$ cat config.mk
export PLATFORM = sky130hd
export DESIGN_NAME = wfi_sleep_ctrl
export DESIGN_NICKNAME = d
export VERILOG_FILES = /design/src/rtl/wfi_sleep_pkg.sv /design/src/rtl/wfi_classify.sv /design/src/rtl/wake_capture.sv /design/src/rtl/sleep_fsm.sv /design/src/rtl/wfi_sleep_ctrl.sv
export SDC_FILE = /design/constraint.sdc
export NUM_CORES = 1
export LEC_CHECK = 0
export CAP_MARGIN = 10
export CORE_AREA = 2 2 51 53
export CTS_CLUSTER_DIAMETER = 80
export DETAILED_ROUTE_END_ITERATION = 8
export DIE_AREA = 0 0 53 55
export SLEW_MARGIN = 20
export SYNTH_ARGS = -nofsm -noshare
export SYNTH_HDL_FRONTEND = slang
export SYNTH_SLANG_ARGS = --single-unit
$ cat constraint.sdc
create_clock -name clk_aux -period 2.49 [get_ports clk_aux]
set_clock_uncertainty 0.05 [all_clocks]
set_input_delay 0.747 -clock clk_aux [delete_from_list [all_inputs] [get_ports clk_aux]]
set_output_delay 0.747 -clock clk_aux [all_outputs]
set_load 0.01 [all_outputs]
$ cat src/rtl/wfi_sleep_pkg.sv
package wfi_sleep_pkg;
  typedef enum logic [1:0] {
    ST_RUN    = 2'd0,
    ST_DRAIN  = 2'd1,
    ST_SLEEP  = 2'd2,
    ST_RESUME = 2'd3
  } slp_state_t;
endpackage

$ cat src/rtl/wfi_classify.sv
module wfi_classify (
  input  logic clk,
  input  logic rst,
  input  logic wfi_exec,
  input  logic priv_user,
  input  logic tw_bit,
  input  logic dbg_mode,
  input  logic step_mode,
  output logic sleep_go,
  output logic illegal_q
);
  logic nop_mode;
  logic trap_case;

  assign nop_mode  = dbg_mode | step_mode;
  assign trap_case = priv_user & tw_bit;
  assign sleep_go  = wfi_exec & ~nop_mode & ~trap_case;

  always_ff @(posedge clk) begin
    if (rst) illegal_q <= 1'b0;
    else     illegal_q <= wfi_exec & ~nop_mode & trap_case;
  end

  // the flag only follows a trapping strobe outside debug/step
  assert_illegal_cause_R2: assert property (@(posedge clk) disable iff (rst)
    illegal_q |-> $past(wfi_exec && priv_user && tw_bit && !dbg_mode && !step_mode));
endmodule

$ cat src/rtl/wake_capture.sv
module wake_capture #(
  parameter int NIRQ = 16
) (
  input  logic            clk,
  input  logic            rst,
  input  logic [NIRQ-1:0] irq_pend,
  input  logic            dbg_halt_req,
  output logic            wake
);
  logic [NIRQ-1:0] irq_q;
  logic            dbg_q;

  always_ff @(posedge clk) begin
    if (rst) begin
      irq_q <= '0;
      dbg_q <= 1'b0;
    end else begin
      irq_q <= irq_pend;
      dbg_q <= dbg_halt_req;
    end
  end

  assign wake = (|irq_q) | dbg_q;

  // a wake must come from a source sampled one edge earlier
  assert_wake_source_R6: assert property (@(posedge clk) disable iff (rst)
    wake |-> $past((|irq_pend) || dbg_halt_req));
endmodule

$ cat src/rtl/sleep_fsm.sv
module sleep_fsm
  import wfi_sleep_pkg::*;
#(
  parameter bit GATE_EN = 1'b1
) (
  input  logic clk,
  input  logic rst,
  input  logic sleep_go,
  input  logic wake,
  input  logic fetch_busy,
  input  logic data_busy,
  output logic halt_q,
  output logic sleep_q,
  output logic clk_en_q
);
  slp_state_t st_q, ns;
  logic       idle;

  assign idle = ~fetch_busy & ~data_busy;

  always_comb begin
    ns = st_q;
    unique case (st_q)
      ST_RUN:    if (sleep_go) ns = ST_DRAIN;
      ST_DRAIN:  if (wake) ns = ST_RUN;
                 else if (idle) ns = ST_SLEEP;
      ST_SLEEP:  if (wake) ns = ST_RESUME;
      ST_RESUME: ns = ST_RUN;
      default:   ns = ST_RUN;
    endcase
  end

  always_ff @(posedge clk) begin
    if (rst) begin
      st_q     <= ST_RUN;
      halt_q   <= 1'b0;
      sleep_q  <= 1'b0;
      clk_en_q <= 1'b1;
    end else begin
      st_q     <= ns;
      halt_q   <= (ns != ST_RUN);
      sleep_q  <= (ns == ST_SLEEP) || (ns == ST_RESUME);
      clk_en_q <= !(GATE_EN && (ns == ST_SLEEP) && sleep_q);
    end
  end

  // sleep is entered only from an idle, wake-free edge
  assert_sleep_idle_R5: assert property (@(posedge clk) disable iff (rst)
    $rose(sleep_q) |-> $past(!fetch_busy && !data_busy && !wake));
  // the halt request covers the whole sleep period
  assert_halt_covers_R4: assert property (@(posedge clk) disable iff (rst)
    sleep_q |-> halt_q);
  // the clock is cut only after sleep has been visible for a cycle
  assert_gate_after_sleep_R8: assert property (@(posedge clk) disable iff (rst)
    $fell(clk_en_q) |-> (sleep_q && $past(sleep_q)));
  // the clock is back before sleep is released
  assert_clock_first_R6: assert property (@(posedge clk) disable iff (rst)
    $fell(sleep_q) |-> (clk_en_q && $past(clk_en_q)));
endmodule

$ cat src/rtl/wfi_sleep_ctrl.sv
module wfi_sleep_ctrl #(
  parameter int NIRQ    = 16,
  parameter bit GATE_EN = 1'b1
) (
  input  logic            clk_aux,
  input  logic            rst,
  input  logic            wfi_exec,
  input  logic            priv_user,
  input  logic            tw_bit,
  input  logic            dbg_mode,
  input  logic            step_mode,
  input  logic            fetch_busy,
  input  logic            data_busy,
  input  logic [NIRQ-1:0] irq_pend,
  input  logic            dbg_halt_req,
  output logic            illegal_wfi,
  output logic            halt_req,
  output logic            sleeping,
  output logic            clk_en
);
  logic sleep_go;
  logic wake;

  wfi_classify u_classify (
    .clk       (clk_aux),
    .rst       (rst),
    .wfi_exec  (wfi_exec),
    .priv_user (priv_user),
    .tw_bit    (tw_bit),
    .dbg_mode  (dbg_mode),
    .step_mode (step_mode),
    .sleep_go  (sleep_go),
    .illegal_q (illegal_wfi)
  );

  wake_capture #(.NIRQ(NIRQ)) u_wake (
    .clk          (clk_aux),
    .rst          (rst),
    .irq_pend     (irq_pend),
    .dbg_halt_req (dbg_halt_req),
    .wake         (wake)
  );

  sleep_fsm #(.GATE_EN(GATE_EN)) u_fsm (
    .clk        (clk_aux),
    .rst        (rst),
    .sleep_go   (sleep_go),
    .wake       (wake),
    .fetch_busy (fetch_busy),
    .data_busy  (data_busy),
    .halt_q     (halt_req),
    .sleep_q    (sleeping),
    .clk_en_q   (clk_en)
  );

  // with gating built in, the clock is never off while awake
  assert_awake_clocked_R8: assert property (@(posedge clk_aux) disable iff (rst)
    !sleeping |-> clk_en);
endmodule

# Yosys cells after proc, flatten, opt, wreduce, memory -nomap -nowiden
# Cells that the tools add are included.
# word_totals
reg_bits,23
word_cells,34
out_inout_bits,4
# classes
eq_ne,5
n_mux,5
n_bitwise,11
reduce_logical,6
# op_table
op,count
16-bit OR reduction,1
"2-bit equality test, second input constant",4
2-bit 2-to-1 mux,4
2-bit one-hot mux with 4 select lines,1
1-bit bitwise AND,5
1-bit inverter,4
"2-bit by 1-bit equality test with 1-bit output, second input constant",1
2-bit logical NOT,1
1-bit bitwise OR,2
2-bit nonzero test,1
1-bit logical AND,1
1-bit logical NOT,1
1-bit logical OR,1

# Logic depth before layout (Yosys ltp)
# Gate-level depths: netlist (run 1).
# depth
word_depth,9
ltp_mapped,4
ltp_nobuf,4

# Cells and area by module
# From an unflattened synthesis (run 1), not the netlist that was laid out.
# hier_totals
cells_unflattened,62
hier_area_um2,729.4
# by_module_without_submodules
mod,instances,area_per_inst_um2,seq_area_each_um2,cells_each
wake_capture,1,486.7,340.3,41
sleep_fsm,1,191.4,100.1,16
wfi_classify,1,51.3,20.0,5

# Worst setup path after synthesis (run 1)
# OpenSTA, ideal clock, no wires.
# synth_timing
path_type,input to register
from,in step_mode
to,reg u_fsm.clk_en_q
setup_time_ns,0.079
arrival_ns,1.620
setup_slack_ns,0.742
cell_stages,4
path_cell_list,or3b_4 o21ai_2 o21ba_2 o221ai_2
# synth_between
elab_chain_cells,9
# synth_lines
element,line,text
start: declaration,wfi_sleep_ctrl.sv:11,"input logic step_mode,"
1-bit bitwise OR,wfi_classify.sv:15,assign nop_mode = dbg_mode | step_mode;
1-bit inverter,wfi_classify.sv:17,assign sleep_go = wfi_exec & ~nop_mode & ~trap_case;
1-bit bitwise AND (2 in a row),wfi_classify.sv:17,
2-bit 2-to-1 mux,sleep_fsm.sv:24,ST_RUN: if (sleep_go) ns = ST_DRAIN;
2-bit one-hot mux with 4 select lines,sleep_fsm.sv:23,unique case (st_q)
2-bit equality test,sleep_fsm.sv:43,clk_en_q <= !(GATE_EN && (ns == ST_SLEEP) && sleep_q);
1-bit logical AND,sleep_fsm.sv:43,
1-bit logical NOT,sleep_fsm.sv:43,
end signal: assignment,sleep_fsm.sv:43,
end: declaration,sleep_fsm.sv:14,output logic clk_en_q
# No other way between the ends.
# A chain may end at the register's enable or synchronous reset.

# Final worst setup path (run 1)
# layout_timing
from,reg u_fsm.sleep_q
to,out sleeping
# layout_rtl
element,line,text
start: declaration,sleep_fsm.sv:13,"output logic sleep_q,"
start signal: assignment,sleep_fsm.sv:42,sleep_q <= (ns == ST_SLEEP) || (ns == ST_RESUME);
end: declaration,wfi_sleep_ctrl.sv:18,"output logic sleeping,"
# No word-level cell between the ends.

==> impl_metrics.yaml, run 1 <==
yosys:
  synthCells: 69
  yosysTopAreaCellShare: 0.579
  synth-seq-cells: 23
  ys_seq_area_frac: 0.579
  synth_cell_type_count: 20
  syn_area_per_cell_um2: 11.5
  netlist_area_um2: 796
  synth_area_leaders: "dfxtp_1 (58%), nor2b_1 (13%), nor4_2 (3.1%), nor4_4 (2.7%), nor3_1 (2.5%)"
  synth_nets: 95
  ys_warn_count: 0
  yosysTopAreaCell: "dfxtp_1"
layout:
  nets: 128
  postLayoutCoreUtil: 0.488
  area_growth_syn_to_layout_pct: 45.0
  final_cell_mix: "clkdlybuf4s50_1 (29), dfxtp_1 (23), nor2b_1 (17)"
  layout-drive-gt1-share: 0.158
  final_common_cell: "clkdlybuf4s50_1"
  diodes: 0
  n_fill_cell: 247
pwr:
  power_w: 0.000628
  p_leak_nw: 0.428
  peakVddDrop_uv: 332
  cellPowerDensity_nw_per_um2: 545
place:
  gp_congestion: 0.739
  io_buffers: 29
  dp_slack_ns: 0.250
  hpwl_um: 998
die:
  die_y_um: 55
  start_util: 0.337
  dieArea_um2: 2920
  core_region_area_um2: 2360
  dieWidth_um: 53
  io_pins: 30
  row_count: 18
timing:
  setup_tns_ns: 0
  finalCritPeriodShare: 0.801
  setup_viol: 0
  fmax_mhz: 502
  max-slew-margin-rel: 0.753
  hold_violations: 0
  layout_setup_ws_ns: 0.496
  worst_slew_pin_slew_ns: 0.368
  drv_slew: 0
  rsz0062_at_grt: "no"
  layout_min_cycle_time_ns: 1.99
  whs_ns: 0.365
grt:
  overflow: 0
  antenna_found_initial: 0
  grt_pass1_wl_um: 1990
  grt_start_max_net_pins: 22
  grt_pass1_vias: 519
  grt.total_usage: 0.100
critical_path:
  crit_fanout: 2
  worstPathRequired_ns: 1.69
  worstPathCellList: "clkdlybuf4s50_1"
  crit_arrival_ns: 1.20
  cp_top_family: "buffers and inverters"
  critPathKind: "flop to output port"
  critPathMaxStageDelay_ns: 0.54
  crit_buf_inv: 1
  cp_slowest_cell: "clkdlybuf4s50_1"
  start_kind: "flop"
  endpoint_kind: "output port"
routing:
  wl_um: 1270
  post-route-drc-count: 0
  drt_iter0_markers: 1
  met2WireLength_um: 652
  drtAntennaViolNets: 0
  vias: 561
  drt-pass1-iter-count: 3
  dr_wl_met3_um: 118
  highest_layer: "met4"
  wl_met1_um: 485
  wl_per_cell_um: 9.69
  routed_via_density: 4.28
clocking:
  clkLatencyLatePin_ns: 0.30
  cts_buffers: 3
  cts.htree.levels: 1
  cts_tree: "built"
  postCtsHoldBufs: 0
  clockRootBuffer: "clkbuf_4"
  clk_pin_slew_worst_paths_ns: 0.11
  cts-resized-gates: 0
  clock_path_buffers: 2
  postCtsSetupBuffers: 0
  clock-sinks: 23
job:
  max_cap_viol_count: 0
min_path:
  hold_class: "flop to flop"
run_status:
  status: "complete, no violations"
per-stage QoR:
| stage | instance area (um^2) | instances |
|---|---|---|
| 6_report | 1150 | 131 |
| 5_1_grt | 1150 | 131 |
| 2_1_floorplan | 796 | 69 |
| 4_1_cts | 1150 | 131 |
| 3_3_place_gp | 1120 | 127 |
| 3_5_place_dp | 1120 | 127 |
cell usage after synthesis:
| cell | instances |
|---|---|
| clkbuf_1 | 2 |
| nor4_4 | 1 |
| o32ai_2 | 1 |
| nor4_2 | 2 |
| dfxtp_1 | 23 |
| nand2b_1 | 2 |
| a21o_1 | 1 |
| nand2_1 | 2 |
| nand3_2 | 1 |
| nor2b_1 | 17 |
| or3_1 | 1 |
| o21ba_2 | 2 |
| o221ai_2 | 1 |
| nor4_1 | 1 |
| or2_1 | 2 |
| nor3_1 | 4 |
| o21ai_2 | 1 |
| nor3_2 | 1 |
| nor2_1 | 3 |
| or3b_4 | 1 |
kinds of logic (layout without fill, tap and decap cells):
| logic type | after synthesis | in the layout | synth area share |
|---|---|---|---|
| AO/OA/AOI/OAI | 6 | 6 | 0.0849 |
| buffers and inverters | 2 | 34 | 0.00944 |
| flip-flops | 23 | 23 | 0.579 |
| AND/OR/NAND/NOR | 38 | 38 | 0.327 |
routing by layer:
| layer | vias to the layer above | global-route usage |
|---|---|---|
| li1 | 295 | - |
| met1 | 245 | 0.0962 |
| met2 | 19 | 0.177 |
| met3 | 2 | 0.0349 |
| met4 | 0 | 0.0769 |
| met5 | - | 0 |
state kept, by name (all words and copies together), names as in the netlist:
signal and flops:
u_wake.dbg_q 1, u_fsm.halt_q 1, u_fsm.sleep_q 1, u_classify.illegal_q 1, u_wake.irq_q 16, u_fsm.st_q 2
u_fsm.clk_en_q 1
path summary, 6_finish.rpt:
path	startpoint	endpoint	slack (ns)	cells past startpoint
setup reg to reg	u_wake.irq_q[2]	u_fsm.clk_en_q	1.02	4
hold reg to reg	u_fsm.sleep_q	u_fsm.clk_en_q	0.37	1
hold / removal	u_fsm.sleep_q	u_fsm.clk_en_q	0.37	1
setup / recovery	u_fsm.sleep_q	sleeping	0.50	1
power by group:
part / total (W) / internal (W) / switching [W]
logic: 0.0000753 / 0.0000525 / 0.0000228
registers: 0.000389 / 0.000384 / 0.00000514
clock network: 0.000164 / 0.0000611 / 0.000103
total: 0.000628 / 0.000497 / 0.000131
area by class of cell:
class                   instances  area [um^2]  area share
clock buffers                   3         22.5      0.0195
flip-flops and latches         23          460       0.399
well taps                      30         37.5      0.0325
clock inverters                 1         7.51     0.00651
repair buffers                 30          298       0.258
multi-input cells              44          328       0.284
No activity file was read; power rests on OpenSTA's default activity.
==> inputs of run 2 (changes only) <==
==> constraint.sdc (replaced) <==
create_clock -name clk_aux -period 1.85 [get_ports clk_aux]
set_clock_uncertainty 0.05 [all_clocks]
set_input_delay 0.555 -clock clk_aux [delete_from_list [all_inputs] [get_ports clk_aux]]
set_output_delay 0.555 -clock clk_aux [all_outputs]
set_load 0.01 [all_outputs]
==> run 2 against run 1 <==
Against the previous run:
- clock-buffer cell count stayed put
- register-to-register slack got worse by 0.68 ns
- setup slack worse by 0.41 ns
- worst hold slack got worse by 0.00090 ns
- routed wire length grew 7.9%
- critical path type unchanged
- largest power group unchanged
==> impl_metrics.yaml, run 2 (same netlist as run 1, synthesis figures left out) <==
pwr:
  power_frac_seq: 0.621
  switchingPower_w: 0.000175
  clock_power_share: 0.257
  combinationalPowerShare: 0.122
  swShare: 0.207
  p_leak_nw: 0.456
  peakVddDrop_uv: 368
  p_int_w: 0.000668
  cellPowerDensity_nw_per_um2: 726
die:
  io_pins: 30
  dieWidth_um: 53
  dieArea_um2: 2920
  row_count: 18
  core_region_area_um2: 2360
  die_y_um: 55
  start_util: 0.337
timing:
  drv_slew: 0
  worst_slew_pin_slew_ns: 0.386
  hold_violations: 0
  rsz0062_at_grt: "no"
  setup_viol: 0
  fmax_mhz: 568
  setup_tns_ns: 0
  whs_ns: 0.364
  finalCritPeriodShare: 0.951
  layout_setup_ws_ns: 0.0905
  layout_min_cycle_time_ns: 1.76
  max-slew-margin-rel: 0.741
clocking:
  clock_path_buffers: 2
  cts_tree: "built"
  clk_pin_slew_worst_paths_ns: 0.12
  cts.htree.levels: 1
  clkLatencyLatePin_ns: 0.30
  cts_buffers: 3
  clock-sinks: 23
  postCtsHoldBufs: 0
  clockRootBuffer: "clkbuf_4"
critical_path:
  reg2regPathDepth: 4
  crit_arrival_ns: 1.15
  critPathMaxStageDelay_ns: 0.53
  cp_slowest_cell: "clkdlybuf4s50_1"
  start_kind: "flop"
  crit_fanout: 1
  crit_buf_inv: 1
  critical_path_depth: 1
  endpoint_kind: "output port"
  worstPathCellList: "clkdlybuf4s50_1"
  critPathKind: "flop to output port"
  worstPathRequired_ns: 1.24
  cp_top_family: "buffers and inverters"
routing:
  drtAntennaViolNets: 0
  drt-pass1-iter-count: 3
  wl_um: 1370
  routed_via_density: 4.32
  post-route-drc-count: 0
  vias: 570
  wl_per_cell_um: 10.4
  drt_iter0_markers: 1
place:
  hpwl_um: 1090
  placed_cell_area_um2: 1130
  dp_slack_ns: -0.196
  io_buffers: 29
  gp_congestion: 0.740
layout:
  fin_area_um2: 1160
  area_growth_syn_to_layout_pct: 45.9
  nets: 129
  final_cell_mix: "clkdlybuf4s50_1 (28), dfxtp_1 (23), nor2b_1 (17)"
  regMostFlops: "u_wake.irq_q"
  layout-drive-gt1-share: 0.167
  diodes: 0
  largest_register_ffs: 16
  postLayoutCoreUtil: 0.491
  n_fill_cell: 236
  multi_input_area_um2: 328
  ff_latch_area_um2: 460
  top_regs: "u_wake.irq_q x16, u_fsm.st_q x2"
  final_common_cell: "clkdlybuf4s50_1"
job:
  max_cap_viol_count: 0
grt:
  grt_pass1_wl_um: 2260
  grt_pass1_vias: 569
  grt.total_usage: 0.109
  overflow: 0
  antenna_found_initial: 0
  grt_start_max_net_pins: 22
min_path:
  hold_class: "flop to flop"
  hold_depth: 1
run_status:
  status: "complete, no violations"
-- run 2: layout make-up --
cell class,instances,share of cell area
sequential,23,0.397
multi-input combinational,44,0.282
timing repair buffer,31,0.265
tap,30,0.0323
clock buffer,3,0.0194
clock inverter,1,0.00431
-- run 2: what timing repair did --
item,4_1_cts,5_1_grt
resized for setup,0,1
setup endpoints to repair,0,1
endpoints found under the hold margin,0,0
buffers inserted,0,0
-- run 2: path summary, 6_finish.rpt --
path,start,endpoint,slack [ns]
max,u_fsm.halt_q,halt_req,0.09
min reg2reg,u_fsm.sleep_q,u_fsm.clk_en_q,0.36
min,u_fsm.sleep_q,u_fsm.clk_en_q,0.36
max reg2reg,u_wake.irq_q[2],u_fsm.clk_en_q,0.34
-- run 2: metrics by stage --
step | cells | power [W]
6_report | 132 | 0.000843
5_1_grt | 132 | 0.000889
4_1_cts | 132 | 0.000857
3_5_place_dp | 128 | 0.000639
3_3_place_gp | 128 | 0.000637
2_1_floorplan | 69 | 0.000576
-- run 2: layer usage --
| metal | vias up | part of all wire | track usage |
|---|---|---|---|
| met3 | 2 | 0.088 | 0.0296 |
| met5 | - | 0 | 0 |
| met2 | 19 | 0.51 | 0.215 |
| li1 | 297 | - | - |
| met1 | 252 | 0.39 | 0.101 |
| met4 | 0 | 0.010 | 0.0641 |
-- run 2: power by group through the flow --
stage          combinational [W]  sequential [W]  clock, W
2_1_floorplan          0.0000421        0.000534         0
3_3_place_gp            0.000103        0.000534         0
3_5_place_dp            0.000104        0.000535         0
4_1_cts                 0.000105        0.000523  0.000228
5_1_grt                 0.000113        0.000526  0.000250
6_report                0.000103        0.000523  0.000217
-- run 2: worst reg2reg max path, delay by kind of cell, from the launching register on --
| family | cells | cell delay, ns |
|---|---|---|
| and+or+nand+nor | 3 | 0.89 |
| AOI/OAI and AO/OA | 1 | 0.13 |
| DFF | 1 | 0.33 |
